--- src/rtl/xb_pkg.sv ---
package xb_pkg;
  typedef enum logic [0:0] {ST_LOOK = 1'b0, ST_FILL = 1'b1} xb_state_e;

  localparam int unsigned PERM_W  = 2;
  localparam int unsigned PERM_RD = 0;
  localparam int unsigned PERM_WR = 1;

  // A write needs the write bit, a read needs the read bit.
  function automatic logic perm_allows(input logic [PERM_W-1:0] perm, input logic is_wr);
    return is_wr ? perm[PERM_WR] : perm[PERM_RD];
  endfunction
endpackage

--- src/rtl/xb_match.sv ---
module xb_match #(
  parameter int unsigned ENTRIES = 8,
  parameter int unsigned VPN_W   = 8,
  localparam int unsigned IDX_W  = $clog2(ENTRIES),
  localparam int unsigned RANK_W = $clog2(ENTRIES)
) (
  input  logic [VPN_W-1:0]               key,
  input  logic [ENTRIES-1:0]             valid,
  input  logic [ENTRIES-1:0][VPN_W-1:0]  tags,
  input  logic [ENTRIES-1:0][RANK_W-1:0] ranks,
  output logic                           hit,
  output logic [IDX_W-1:0]               hit_idx,
  output logic [IDX_W-1:0]               victim_idx
);
  localparam logic [RANK_W-1:0] OLDEST = RANK_W'(ENTRIES - 1);

  logic [ENTRIES-1:0] match;
  logic [ENTRIES-1:0] oldest;

  for (genvar g = 0; g < ENTRIES; g++) begin : g_cmp
    assign match[g]  = valid[g] && (tags[g] == key);
    assign oldest[g] = (ranks[g] == OLDEST);
  end

  assign hit = |match;

  // Scan from the top so the lowest index wins.
  always_comb begin
    hit_idx    = '0;
    victim_idx = '0;
    for (int i = ENTRIES - 1; i >= 0; i--) begin
      if (match[i])  hit_idx    = IDX_W'(i);
      if (oldest[i]) victim_idx = IDX_W'(i);
    end
  end
endmodule

--- src/rtl/xb_age.sv ---
module xb_age #(
  parameter int unsigned ENTRIES = 8,
  localparam int unsigned IDX_W  = $clog2(ENTRIES),
  localparam int unsigned RANK_W = $clog2(ENTRIES)
) (
  input  logic                           clk,
  input  logic                           rst,
  input  logic                           clear,
  input  logic                           touch,
  input  logic [IDX_W-1:0]               touch_idx,
  output logic [ENTRIES-1:0][RANK_W-1:0] ranks
);
  localparam logic [RANK_W-1:0] OLDEST = RANK_W'(ENTRIES - 1);

  logic [RANK_W-1:0] ref_rank;
  assign ref_rank = ranks[touch_idx];

  for (genvar g = 0; g < ENTRIES; g++) begin : g_rank
    logic [RANK_W-1:0] rank_q;
    logic              is_tgt;
    assign is_tgt   = touch && (touch_idx == IDX_W'(g));
    assign ranks[g] = rank_q;

    always_ff @(posedge clk) begin
      if (rst) begin
        rank_q <= OLDEST;
      end else if (clear) begin
        rank_q <= is_tgt ? '0 : OLDEST;
      end else if (touch) begin
        if (is_tgt)
          rank_q <= '0;
        else if (rank_q < ref_rank)
          rank_q <= rank_q + 1'b1;
      end
    end
  end
endmodule

--- src/rtl/xb_store.sv ---
module xb_store #(
  parameter int unsigned ENTRIES = 8,
  parameter int unsigned VPN_W   = 8,
  parameter int unsigned PPN_W   = 8,
  parameter int unsigned PERM_W  = 2,
  localparam int unsigned IDX_W  = $clog2(ENTRIES)
) (
  input  logic                           clk,
  input  logic                           rst,
  input  logic                           clear,
  input  logic                           ins_en,
  input  logic [IDX_W-1:0]               ins_idx,
  input  logic [VPN_W-1:0]               ins_vpn,
  input  logic [PPN_W-1:0]               ins_ppn,
  input  logic [PERM_W-1:0]              ins_perm,
  input  logic                           ins_dirty,
  input  logic                           dirty_set,
  input  logic [IDX_W-1:0]               dirty_idx,
  input  logic                           rd_en,
  input  logic [IDX_W-1:0]               rd_idx,
  output logic [PPN_W-1:0]               rd_ppn,
  output logic [ENTRIES-1:0]             valid,
  output logic [ENTRIES-1:0][VPN_W-1:0]  tags,
  output logic [ENTRIES-1:0][PERM_W-1:0] perms,
  output logic [ENTRIES-1:0]             dirty
);
  // Physical page numbers: one write port, one registered read port.
  logic [PPN_W-1:0] ppn_mem [ENTRIES];

  always_ff @(posedge clk) begin
    if (ins_en) ppn_mem[ins_idx] <= ins_ppn;
    if (rd_en)  rd_ppn <= ppn_mem[rd_idx];
  end

  for (genvar g = 0; g < ENTRIES; g++) begin : g_ent
    logic              v_q;
    logic              d_q;
    logic [VPN_W-1:0]  t_q;
    logic [PERM_W-1:0] p_q;
    logic              ins_here;
    assign ins_here = ins_en && (ins_idx == IDX_W'(g));
    assign valid[g] = v_q;
    assign dirty[g] = d_q;
    assign tags[g]  = t_q;
    assign perms[g] = p_q;

    always_ff @(posedge clk) begin
      if (rst) begin
        v_q <= 1'b0;
        d_q <= 1'b0;
        t_q <= '0;
        p_q <= '0;
      end else begin
        if (ins_here)   v_q <= 1'b1;
        else if (clear) v_q <= 1'b0;
        if (ins_here) begin
          d_q <= ins_dirty;
          t_q <= ins_vpn;
          p_q <= ins_perm;
        end else if (dirty_set && (dirty_idx == IDX_W'(g))) begin
          d_q <= 1'b1;
        end
      end
    end
  end
endmodule

--- src/rtl/xlat_buf.sv ---
module xlat_buf
  import xb_pkg::*;
#(
  parameter int unsigned VA_W    = 16,
  parameter int unsigned PA_W    = 16,
  parameter int unsigned OFS_W   = 8,
  parameter int unsigned ENTRIES = 8,
  parameter int unsigned PTB_W   = 16
) (
  input  logic                     clk,
  input  logic                     rst,
  input  logic                     ptb_load,
  input  logic [PTB_W-1:0]         ptb_value,
  output logic [PTB_W-1:0]         ptb_q,
  input  logic                     req_valid,
  output logic                     req_ready,
  input  logic [VA_W-1:0]          req_va,
  input  logic                     req_wr,
  output logic                     rsp_valid,
  output logic [PA_W-1:0]          rsp_pa,
  output logic                     rsp_dirty,
  output logic                     rsp_prot_fault,
  output logic                     rsp_page_fault,
  output logic                     fill_valid,
  output logic [VA_W-OFS_W-1:0]    fill_vpn,
  input  logic                     fill_done,
  input  logic [PA_W-OFS_W-1:0]    fill_ppn,
  input  logic [PERM_W-1:0]        fill_perm,
  input  logic                     fill_absent
);
  localparam int unsigned VPN_W  = VA_W - OFS_W;
  localparam int unsigned PPN_W  = PA_W - OFS_W;
  localparam int unsigned IDX_W  = $clog2(ENTRIES);
  localparam int unsigned RANK_W = $clog2(ENTRIES);

  xb_state_e state_q;

  logic [VPN_W-1:0] req_vpn;
  logic [VPN_W-1:0] vpn_q;
  logic [OFS_W-1:0] off_q;
  logic             wr_q;

  logic [ENTRIES-1:0]             ent_valid;
  logic [ENTRIES-1:0]             ent_dirty;
  logic [ENTRIES-1:0][VPN_W-1:0]  ent_tag;
  logic [ENTRIES-1:0][PERM_W-1:0] ent_perm;
  logic [ENTRIES-1:0][RANK_W-1:0] ranks;
  logic [PPN_W-1:0]               mem_ppn;

  logic             hit;
  logic [IDX_W-1:0] hit_idx;
  logic [IDX_W-1:0] victim_idx;
  logic             hit_ok;
  logic             fill_ok;
  logic             accept;
  logic             look_hit_ok;
  logic             install;
  logic             touch;
  logic [IDX_W-1:0] touch_idx;

  logic             rsp_valid_q;
  logic             rsp_mem_q;
  logic [PPN_W-1:0] rsp_ppn_q;
  logic             rsp_dirty_q;
  logic             rsp_prot_q;
  logic             rsp_pf_q;

  assign req_vpn     = req_va[VA_W-1:OFS_W];
  assign req_ready   = (state_q == ST_LOOK) && !ptb_load;
  assign accept      = req_valid && req_ready;
  assign hit_ok      = perm_allows(ent_perm[hit_idx], req_wr);
  assign fill_ok     = perm_allows(fill_perm, wr_q);
  assign look_hit_ok = accept && hit && hit_ok;
  assign install     = (state_q == ST_FILL) && fill_done && !fill_absent;
  assign touch       = look_hit_ok || install;
  assign touch_idx   = (state_q == ST_FILL) ? victim_idx : hit_idx;

  xb_match #(.ENTRIES(ENTRIES), .VPN_W(VPN_W)) u_match (
    .key        (req_vpn),
    .valid      (ent_valid),
    .tags       (ent_tag),
    .ranks      (ranks),
    .hit        (hit),
    .hit_idx    (hit_idx),
    .victim_idx (victim_idx)
  );

  xb_age #(.ENTRIES(ENTRIES)) u_age (
    .clk       (clk),
    .rst       (rst),
    .clear     (ptb_load),
    .touch     (touch),
    .touch_idx (touch_idx),
    .ranks     (ranks)
  );

  xb_store #(
    .ENTRIES(ENTRIES), .VPN_W(VPN_W), .PPN_W(PPN_W), .PERM_W(PERM_W)
  ) u_store (
    .clk       (clk),
    .rst       (rst),
    .clear     (ptb_load),
    .ins_en    (install),
    .ins_idx   (victim_idx),
    .ins_vpn   (vpn_q),
    .ins_ppn   (fill_ppn),
    .ins_perm  (fill_perm),
    .ins_dirty (fill_ok && wr_q),
    .dirty_set (look_hit_ok && req_wr),
    .dirty_idx (hit_idx),
    .rd_en     (look_hit_ok),
    .rd_idx    (hit_idx),
    .rd_ppn    (mem_ppn),
    .valid     (ent_valid),
    .tags      (ent_tag),
    .perms     (ent_perm),
    .dirty     (ent_dirty)
  );

  always_ff @(posedge clk) begin
    if (rst) ptb_q <= '0;
    else if (ptb_load) ptb_q <= ptb_value;
  end

  always_ff @(posedge clk) begin
    if (rst) begin
      state_q     <= ST_LOOK;
      vpn_q       <= '0;
      off_q       <= '0;
      wr_q        <= 1'b0;
      rsp_valid_q <= 1'b0;
      rsp_mem_q   <= 1'b0;
      rsp_ppn_q   <= '0;
      rsp_dirty_q <= 1'b0;
      rsp_prot_q  <= 1'b0;
      rsp_pf_q    <= 1'b0;
    end else begin
      rsp_valid_q <= 1'b0;
      unique case (state_q)
        ST_LOOK: begin
          if (accept) begin
            off_q <= req_va[OFS_W-1:0];
            if (hit) begin
              rsp_valid_q <= 1'b1;
              rsp_mem_q   <= hit_ok;
              rsp_ppn_q   <= '0;
              rsp_dirty_q <= hit_ok && (ent_dirty[hit_idx] || req_wr);
              rsp_prot_q  <= !hit_ok;
              rsp_pf_q    <= 1'b0;
            end else begin
              vpn_q   <= req_vpn;
              wr_q    <= req_wr;
              state_q <= ST_FILL;
            end
          end
        end
        ST_FILL: begin
          if (fill_done) begin
            state_q     <= ST_LOOK;
            rsp_valid_q <= 1'b1;
            rsp_mem_q   <= 1'b0;
            if (fill_absent) begin
              rsp_ppn_q   <= '0;
              rsp_dirty_q <= 1'b0;
              rsp_prot_q  <= 1'b0;
              rsp_pf_q    <= 1'b1;
            end else begin
              rsp_ppn_q   <= fill_ok ? fill_ppn : '0;
              rsp_dirty_q <= fill_ok && wr_q;
              rsp_prot_q  <= !fill_ok;
              rsp_pf_q    <= 1'b0;
            end
          end
        end
        default: state_q <= ST_LOOK;
      endcase
    end
  end

  assign rsp_valid      = rsp_valid_q;
  assign rsp_dirty      = rsp_dirty_q;
  assign rsp_prot_fault = rsp_prot_q;
  assign rsp_page_fault = rsp_pf_q;
  assign rsp_pa         = (rsp_prot_q || rsp_pf_q) ? '0 :
                          rsp_mem_q ? {mem_ppn, off_q} : {rsp_ppn_q, off_q};
  assign fill_valid     = (state_q == ST_FILL);
  assign fill_vpn       = vpn_q;
endmodule

--- config.mk ---
export PLATFORM = sky130hd
export DESIGN_NAME = xlat_buf
export DESIGN_NICKNAME = d
export VERILOG_FILES = /design/src/rtl/xb_pkg.sv /design/src/rtl/xb_match.sv /design/src/rtl/xb_age.sv /design/src/rtl/xb_store.sv /design/src/rtl/xlat_buf.sv
export SDC_FILE = /design/constraint.sdc
export NUM_CORES = 1
export LEC_CHECK = 0
export BUFFER_PORTS_ARGS = -buffer_cell sky130_fd_sc_hd__buf_2
export CAP_MARGIN = 20
export CORE_MARGIN = 4
export CORE_UTILIZATION = 60
export DETAILED_ROUTE_END_ITERATION = 10
export PLACE_DENSITY = 0.8
export SLEW_MARGIN = 20
export SYNTH_ARGS = -nofsm -noshare
export SYNTH_HDL_FRONTEND = slang
export SYNTH_HIERARCHICAL = 1
export SYNTH_SLANG_ARGS = --single-unit
export TNS_END_PERCENT = 100
--- constraint.sdc ---
create_clock -name clk -period 10.5 [get_ports clk]
set_input_delay 1.575 -clock clk [delete_from_list [all_inputs] [get_ports clk]]
set_output_delay 1.575 -clock clk [all_outputs]
set_load 0.01 [all_outputs]
==> results.sh, run 1 <==
export IMPL_status="complete, no violations"
export IMPL_critPathLaunchType="input pin"
export IMPL_place_gp_congestion=0.940
export IMPL_tightest_slew_ps=1080
export IMPL_rows=49
export IMPL_dr_pass1_iters=5
export IMPL_cts_root_buf="clkbuf_16"
export IMPL_synthFlopType="dfxtp_1"
export IMPL_nFillCells=1375
export IMPL_synth_mux_area_share_pct=11.4
export IMPL_postCtsSetupBuffers=0
export IMPL_ios=95
export IMPL_endpoint_kind="flip-flop"
export IMPL_grt_pass1_vias=8223
export IMPL_wl_per_cell_um=19.0
export IMPL_arrival_ps=6450
export IMPL_yosysSeqAreaShare_pct=48.6
export IMPL_final_common_cell="nand2_1"
export IMPL_grt_remaining_overflow=0
export IMPL_avgSynthCellArea_sq_um=10.0
export IMPL_placed_cell_area_sq_mm=0.0116
export IMPL_area_growth_pct=9.78
export IMPL_r2r_slack_ps=5450
export IMPL_track_usage_pct=24.8
export IMPL_numCtsBuffers=24
export IMPL_portBuffers=94
export IMPL_max_cap_violations=0
export IMPL_finalNetCount=1239
export IMPL_wirelength_um=26800
export IMPL_max_slew_margin_rel_pct=28.1
export IMPL_grt_pass1_wl_um=43300
export IMPL_pwr_density_cell_mw_per_mm2=156
export IMPL_synth_adder_area_share_pct=2.65
export IMPL_finalInstanceArea_sq_mm=0.0124
export IMPL_max_clock_path_buffers=3
export IMPL_grt_max_degree=80
export IMPL_die_y_um=145
export IMPL_fin_hold_ws_ps=454
export IMPL_num_antenna_cells=0
export IMPL_synth_seq_cells=239
export IMPL_synth_xor_area_share_pct=4.95
export IMPL_postSynthCellCount=1127
export IMPL_dpl_hpwl_um=17300
export IMPL_clock_power_share_pct=45.2
export IMPL_p_leak_nw=4.62
export IMPL_intPower_mw=1.52
export IMPL_final_cell_mix="nand2_1, dfxtp_1, a21oi_1"
export IMPL_ys_async_sr_fraction_pct=0
export IMPL_synth_warnings=6
export IMPL_vias=8552
export IMPL_post_route_period_util_pct=57.3
export IMPL_cts_sinks=239
export IMPL_cts_tree="yes"
export IMPL_swShare_pct=21.2
export IMPL_syn_nets=1200
export IMPL_synth_compound_area_share_pct=10.6
export IMPL_antenna_left=0
export IMPL_dieWidth_um=145
export IMPL_seq_power_share_pct=50.0
export IMPL_synth_simple_area_share_pct=16.2
export IMPL_start_util_pct=61.9
export IMPL_drive_gt1_share_pct=14.9
export IMPL_fmax_mhz=166
export IMPL_viasPerCell=6.05
export IMPL_antenna_found_initial=0
export IMPL_fin_worst_skew_ps=11.4
export IMPL_cts_resized=0
export IMPL_setup_viol=0
export IMPL_ir_drop_mv=0.104
export IMPL_cts_hold_buf=0
export IMPL_core_region_area_sq_mm=0.0183
export IMPL_first_iter_violations=762
export IMPL_synth_top_family_by_area="simple AND/OR/NAND/NOR gates"
export IMPL_path_class="input pin to flip-flop"
export IMPL_min_path_type="flip-flop to flip-flop"
export IMPL_die_area_sq_mm=0.0211
export IMPL_crit_fanout=32
export IMPL_drc=0
export IMPL_h_tree_depth=1
export IMPL_clock_latency_ps=510
export IMPL_crit_required_ps=10930
export IMPL_fin_crit_ps=6020
export IMPL_synth_edf_count=72
export IMPL_final_setup_tns_ps=0
export IMPL_p_sw_mw=0.409
export IMPL_hold_violations=0
export IMPL_syn_area_sq_mm=0.0113
export IMPL_yosysUniqueCellTypes=63
export IMPL_clk_pin_slew_worst_paths_ps=60
export IMPL_slew_viol_final=0
export IMPL_rsz0062_at_grt="no"
export IMPL_combPwrFrac_pct=4.8
-- layout make-up --
cell class	count	area, sq um	share of cell area, %
clock buffer	33	689	5.55
timing repair buffer	101	526	4.23
tap	229	287	2.31
clock inverter	11	129	1.04
multi-input combinational	777	5200	41.9
sequential	239	5510	44.3
inverter	23	86.3	0.695
-- routing by layer --
| layer | wire length [um] | vias up | track usage [%] |
|---|---|---|---|
| met5 | 0 | - | 0 |
| met4 | 976 | 0 | 9.64 |
| met3 | 1750 | 63 | 3.46 |
| met2 | 12900 | 314 | 41.2 |
| met1 | 11200 | 4148 | 33.1 |
| li1 | - | 4027 | - |
-- synth_stat cells (all sizes together) (3+ instances only) --
cell,count,area [sq um]
or3,9,56.3
nor3,30,155
ha,24,300
dfxtp,167,3340
nand3,16,80.1
nand4b,3,26.3
mux2,20,225
o21a,8,60.1
inv,22,82.6
nor2b,4,25.0
buf,58,423
mux4,24,597
nand3b,3,22.5
mux2i,47,470
nand4,11,68.8
nor4,5,43.8
o21ai,11,55.1
xor2,21,184
xnor2,43,377
and4b,3,30.0
nand2b,14,90.1
nand2,209,785
a211oi,11,87.6
a22oi,14,110
nor2,62,240
edfxtp,72,2160
and2,12,75.1
a21oi,126,634
clkbuf,30,114
a311oi,3,26.3
a31oi,18,113
a2bb2oi,3,26.3
nand4bb,4,45.0
-- power by group through the flow --
stage / clock, mW / combinational (mW) / sequential [mW]
CTS: 0.885 / 0.0921 / 0.967
global placement: 0 / 0.0901 / 0.987
global route: 0.927 / 0.101 / 0.968
finish: 0.874 / 0.0923 / 0.967
floorplan: 0 / 0.0613 / 0.985
detailed placement: 0 / 0.0913 / 0.987
-- cells by family (layout without fill, tap and decap cells) --
group	Yosys count	after routing
xor+xnor	64	64
buf+inv	111	168
simple gates	395	395
mux	91	91
compound gates	203	203
fa+ha+maj	24	24
flops	239	239
-- path summary, 6_finish.rpt --
| check | startpoint | to | depth (start not counted) |
|---|---|---|---|
| hold / removal | off_q[0]$_SDFFE_PP0P_ | off_q[0]$_SDFFE_PP0P_ | 2 |
| hold reg to reg | off_q[0]$_SDFFE_PP0P_ | off_q[0]$_SDFFE_PP0P_ | 2 |
| setup / recovery | req_va[11] | u_age/g_rank[2].rank_q[2]$_SDFFE_PP1P_ | 17 |
| setup reg to reg | u_store/g_ent[3].t_q[3]$_SDFFE_PP0P_ | u_age/g_rank[2].rank_q[2]$_SDFFE_PP1P_ | 16 |
-- state kept, by name, summed over array words and instances, names as in the netlist --
name,count
rsp_ppn_q,8
ptb_q,16
off_q,8
rsp_dirty,1
rsp_page_fault,1
u_store/rd_ppn,8
fill_valid,1
rsp_valid,1
u_store/g_ent.d_q,8
u_store/g_ent.v_q,8
rsp_mem_q,1
fill_vpn,8
rsp_prot_fault,1
u_store/g_ent.p_q,16
u_store/ppn_mem,64
wr_q,1
u_store/g_ent.t_q,64
u_age/g_rank.rank_q,24
-- stage by stage --
| step | power (mW) | instances | setup WS (ps) | utilization [%] |
|---|---|---|---|---|
| 3_3_place_gp | 1.08 | 1369 | 4200 | 63.5 |
| 5_1_grt | 2.00 | 1413 | 4120 | 68.0 |
| 3_5_place_dp | 1.08 | 1369 | 4060 | 63.5 |
| 2_1_floorplan | 1.05 | 1127 | 4760 | - |
| 4_1_cts | 1.94 | 1413 | 4570 | 68.0 |
| 6_report | 1.93 | 1413 | 4480 | 68.0 |
-- worst max-delay path, cell delays in order --
cell,delay (ps)
buf_2,190
xnor2_1,260
nand4_1,140
nor3_1,370
nor2b_1,180
o21ai_0,100
o21ai_2,70
buf_4,410
mux2_2,460
mux4_2,540
mux2i_1,730
ha_1,370
o21a_1,160
nor3_1,200
a31oi_1,140
or3_1,360
a31oi_1,170
(Power assumes the default switching activity.)
==> inputs of run 2 (changes only) <==
Settings changed: ABC_AREA set to 1.
Clock period 10.5 ns to 6.3 ns, I/O delays scaled along.
==> run 2 against run 1 <==
Effect of this change:
- flip-flop and latch count unchanged
- cell count increased by 40%
- total power increased by 120%
==> results.sh, run 2 <==
export IMPL_cts_sinks=239
export IMPL_synth_compound_area_share_pct=9.85
export IMPL_top_regs="u_store/g_ent.t_q: 64 flops, u_store/ppn_mem: 64 flops, u_age/g_rank.rank_q: 24 flops"
export IMPL_synth_top_cell_by_area="dfxtp_1"
export IMPL_clock_latency_ps=530
export IMPL_p_leak_nw=6.03
export IMPL_crit_required_ps=6660
export IMPL_max_clock_path_buffers=3
export IMPL_yosysMostFrequentCell="nand2_1"
export IMPL_fin_ws_ps=1660
export IMPL_vias=10800
export IMPL_setup_viol=0
export IMPL_final_core_util_pct=68.9
export IMPL_synth_edf_count=72
export IMPL_fin_worst_skew_ps=13.8
export IMPL_rsz0062_at_grt="no"
export IMPL_ir_drop_mv=0.176
export IMPL_grt_pass1_vias=10300
export IMPL_drc=0
export IMPL_dr_pass1_iters=5
export IMPL_start_util_pct=61.7
export IMPL_final_setup_tns_ps=0
export IMPL_post_route_period_util_pct=73.7
export IMPL_grt_pass1_wl_um=51400
export IMPL_synth_top_area_share_pct=27.5
export IMPL_final_common_cell="nand2_1"
export IMPL_place_gp_congestion=0.947
export IMPL_first_iter_violations=903
export IMPL_synth_adder_area_share_pct=2.47
export IMPL_combPwrFrac_pct=19.3
export IMPL_cts_hold_buf=0
export IMPL_die_y_um=150
export IMPL_synth_seq_cells=239
export IMPL_postCtsSetupBuffers=0
export IMPL_hold_violations=0
export IMPL_avgSynthCellArea_sq_um=7.42
export IMPL_cts_root_buf="clkbuf_16"
export IMPL_final_cell_mix="nand2_1, nor2_1, inv_1"
export IMPL_synth_simple_area_share_pct=29.8
export IMPL_p_sw_mw=1.21
export IMPL_synthFlopType="dfxtp_1"
export IMPL_grt_max_degree=89
export IMPL_intPower_mw=2.96
export IMPL_antenna_found_initial=2
export IMPL_max_slew_margin_rel_pct=36.1
export IMPL_antenna_left=0
export IMPL_core_region_area_sq_mm=0.0197
export IMPL_synth_mux_area_share_pct=0
export IMPL_max_cap_violations=0
export IMPL_cts_resized=0
export IMPL_crit_fanout=15
export IMPL_synth_warnings=6
export IMPL_syn_area_sq_mm=0.0121
export IMPL_status="complete, no violations"
export IMPL_fin_crit_ps=4640
export IMPL_synth_xor_area_share_pct=2.74
export IMPL_dpl_hpwl_um=21100
export IMPL_h_tree_depth=1
export IMPL_yosysUniqueCellTypes=49
export IMPL_p_total_mw=4.17
export IMPL_clock_power_share_pct=38.8
export IMPL_track_usage_pct=28.3
export IMPL_synth_top_family_by_area="simple AND/OR/NAND/NOR gates"
export IMPL_finalNetCount=1761
export IMPL_wl_per_cell_um=16.4
export IMPL_portBuffers=94
export IMPL_num_antenna_cells=0
export IMPL_fmax_mhz=216
export IMPL_postSynthCellCount=1635
export IMPL_min_path_type="flip-flop to flip-flop"
export IMPL_viasPerCell=5.50
export IMPL_clk_pin_slew_worst_paths_ps=60
export IMPL_seq_power_share_pct=41.9
export IMPL_grt_remaining_overflow=0
export IMPL_endpoint_kind="flip-flop"
export IMPL_numCtsBuffers=26
export IMPL_die_area_sq_mm=0.0226
export IMPL_path_class="input pin to flip-flop"
export IMPL_ys_async_sr_fraction_pct=0
export IMPL_yosysSeqAreaShare_pct=45.4
export IMPL_ys_top_cells_by_count="nand2_1, nor2_1, inv_1, dfxtp_1, nand3_1"
export IMPL_place_ws_ps=1230
export IMPL_slew_viol_final=0
export IMPL_rows=51
export IMPL_syn_nets=1708
export IMPL_swShare_pct=29.0
export IMPL_cts_tree="yes"
export IMPL_tightest_slew_ps=958
export IMPL_pwr_density_cell_mw_per_mm2=308
export IMPL_fin_hold_ws_ps=453
export IMPL_critPathLaunchType="input pin"
export IMPL_drive_gt1_share_pct=13.4
export IMPL_ios=95
export IMPL_arrival_ps=5000
export IMPL_yosys_top_cells_area="dfxtp_1, edfxtp_1, nand2_1, nor2_1, nand3_1"
export IMPL_area_growth_pct=11.6
export IMPL_dieWidth_um=150
export IMPL_wirelength_um=32300
## run 2: changes by cell type after synthesis, sizes merged, moves of 12 or more
cell    change
nand2     +174
mux2       -20
a31oi      -16
mux4       -24
o21ai     +115
nand3     +135
xnor2      -21
a21oi      -54
and2       -12
inv       +166
mux2i      -47
nand2b     -14
nor2      +224
nor3       -24
## run 2: power by group through the flow
stage / Combinational (mW) / Sequential (mW) / Clock (mW)
after global routing: 0.924 / 1.76 / 1.70
after global placement: 0.757 / 1.78 / 0
after detailed placement: 0.786 / 1.78 / 0
final: 0.807 / 1.75 / 1.62
after CTS: 0.796 / 1.75 / 1.62
after floorplan: 0.613 / 1.75 / 0
## run 2: worst paths after layout
check / depth (start not counted) / endpoint / slack (ps) / start
worst min register to register: 2 / off_q[4]$_SDFFE_PP0P_ / 450 / off_q[4]$_SDFFE_PP0P_
worst min-delay path: 2 / off_q[4]$_SDFFE_PP0P_ / 450 / off_q[4]$_SDFFE_PP0P_
worst max-delay path: 22 / u_age/g_rank[0].rank_q[1]$_SDFFE_PP1P_ / 1660 / req_va[13]
worst max register to register: 19 / u_age/g_rank[0].rank_q[1]$_SDFFE_PP1P_ / 2000 / u_store/g_ent[7].t_q[1]$_SDFFE_PP0P_
## run 2: through the flow
step	instance area, sq um	cells
global placement	12600	1924
global route	13500	1973
floorplan	12100	1635
CTS	13500	1973
finish	13500	1973
detailed placement	12600	1925
## run 2: cell type report
type	count	area [sq um]
clock buffer	40	837
clock inverter	8	101
fill	1666	6110
inverter	189	719
multi-input combinational	1125	5470
sequential	239	5510
tap	265	332
timing repair buffer	107	576
## run 2: logic make-up after synthesis
kind of cell    after synthesis
simple gates                844
buf+inv                     271
xor+xnor                     38
compound gates              219
fa+ha+maj                    24
flops                       239
## run 2: worst max-delay path, stage by stage
cell	delay, ps
buf_2	230
inv_1	180
nand2_1	80
o21ai_0	80
nor2_1	130
nand3_1	110
o21ai_1	130
nor2_1	110
nor3_2	150
buf_4	250
inv_1	120
o21ai_0	550
inv_1	270
o32ai_1	610
buf_4	250
ha_1	240
a21oi_1	130
nand2_1	80
nand2_2	100
nand2_2	70
nand2_1	100
nand3_1	80
## run 2: per-layer routing
layer / global-route usage, % / routed length (um)
met1: 37.0 / 13600
met2: 47.6 / 15200
met3: 4.27 / 2350
met4: 10.8 / 1120
met5: 0 / 31
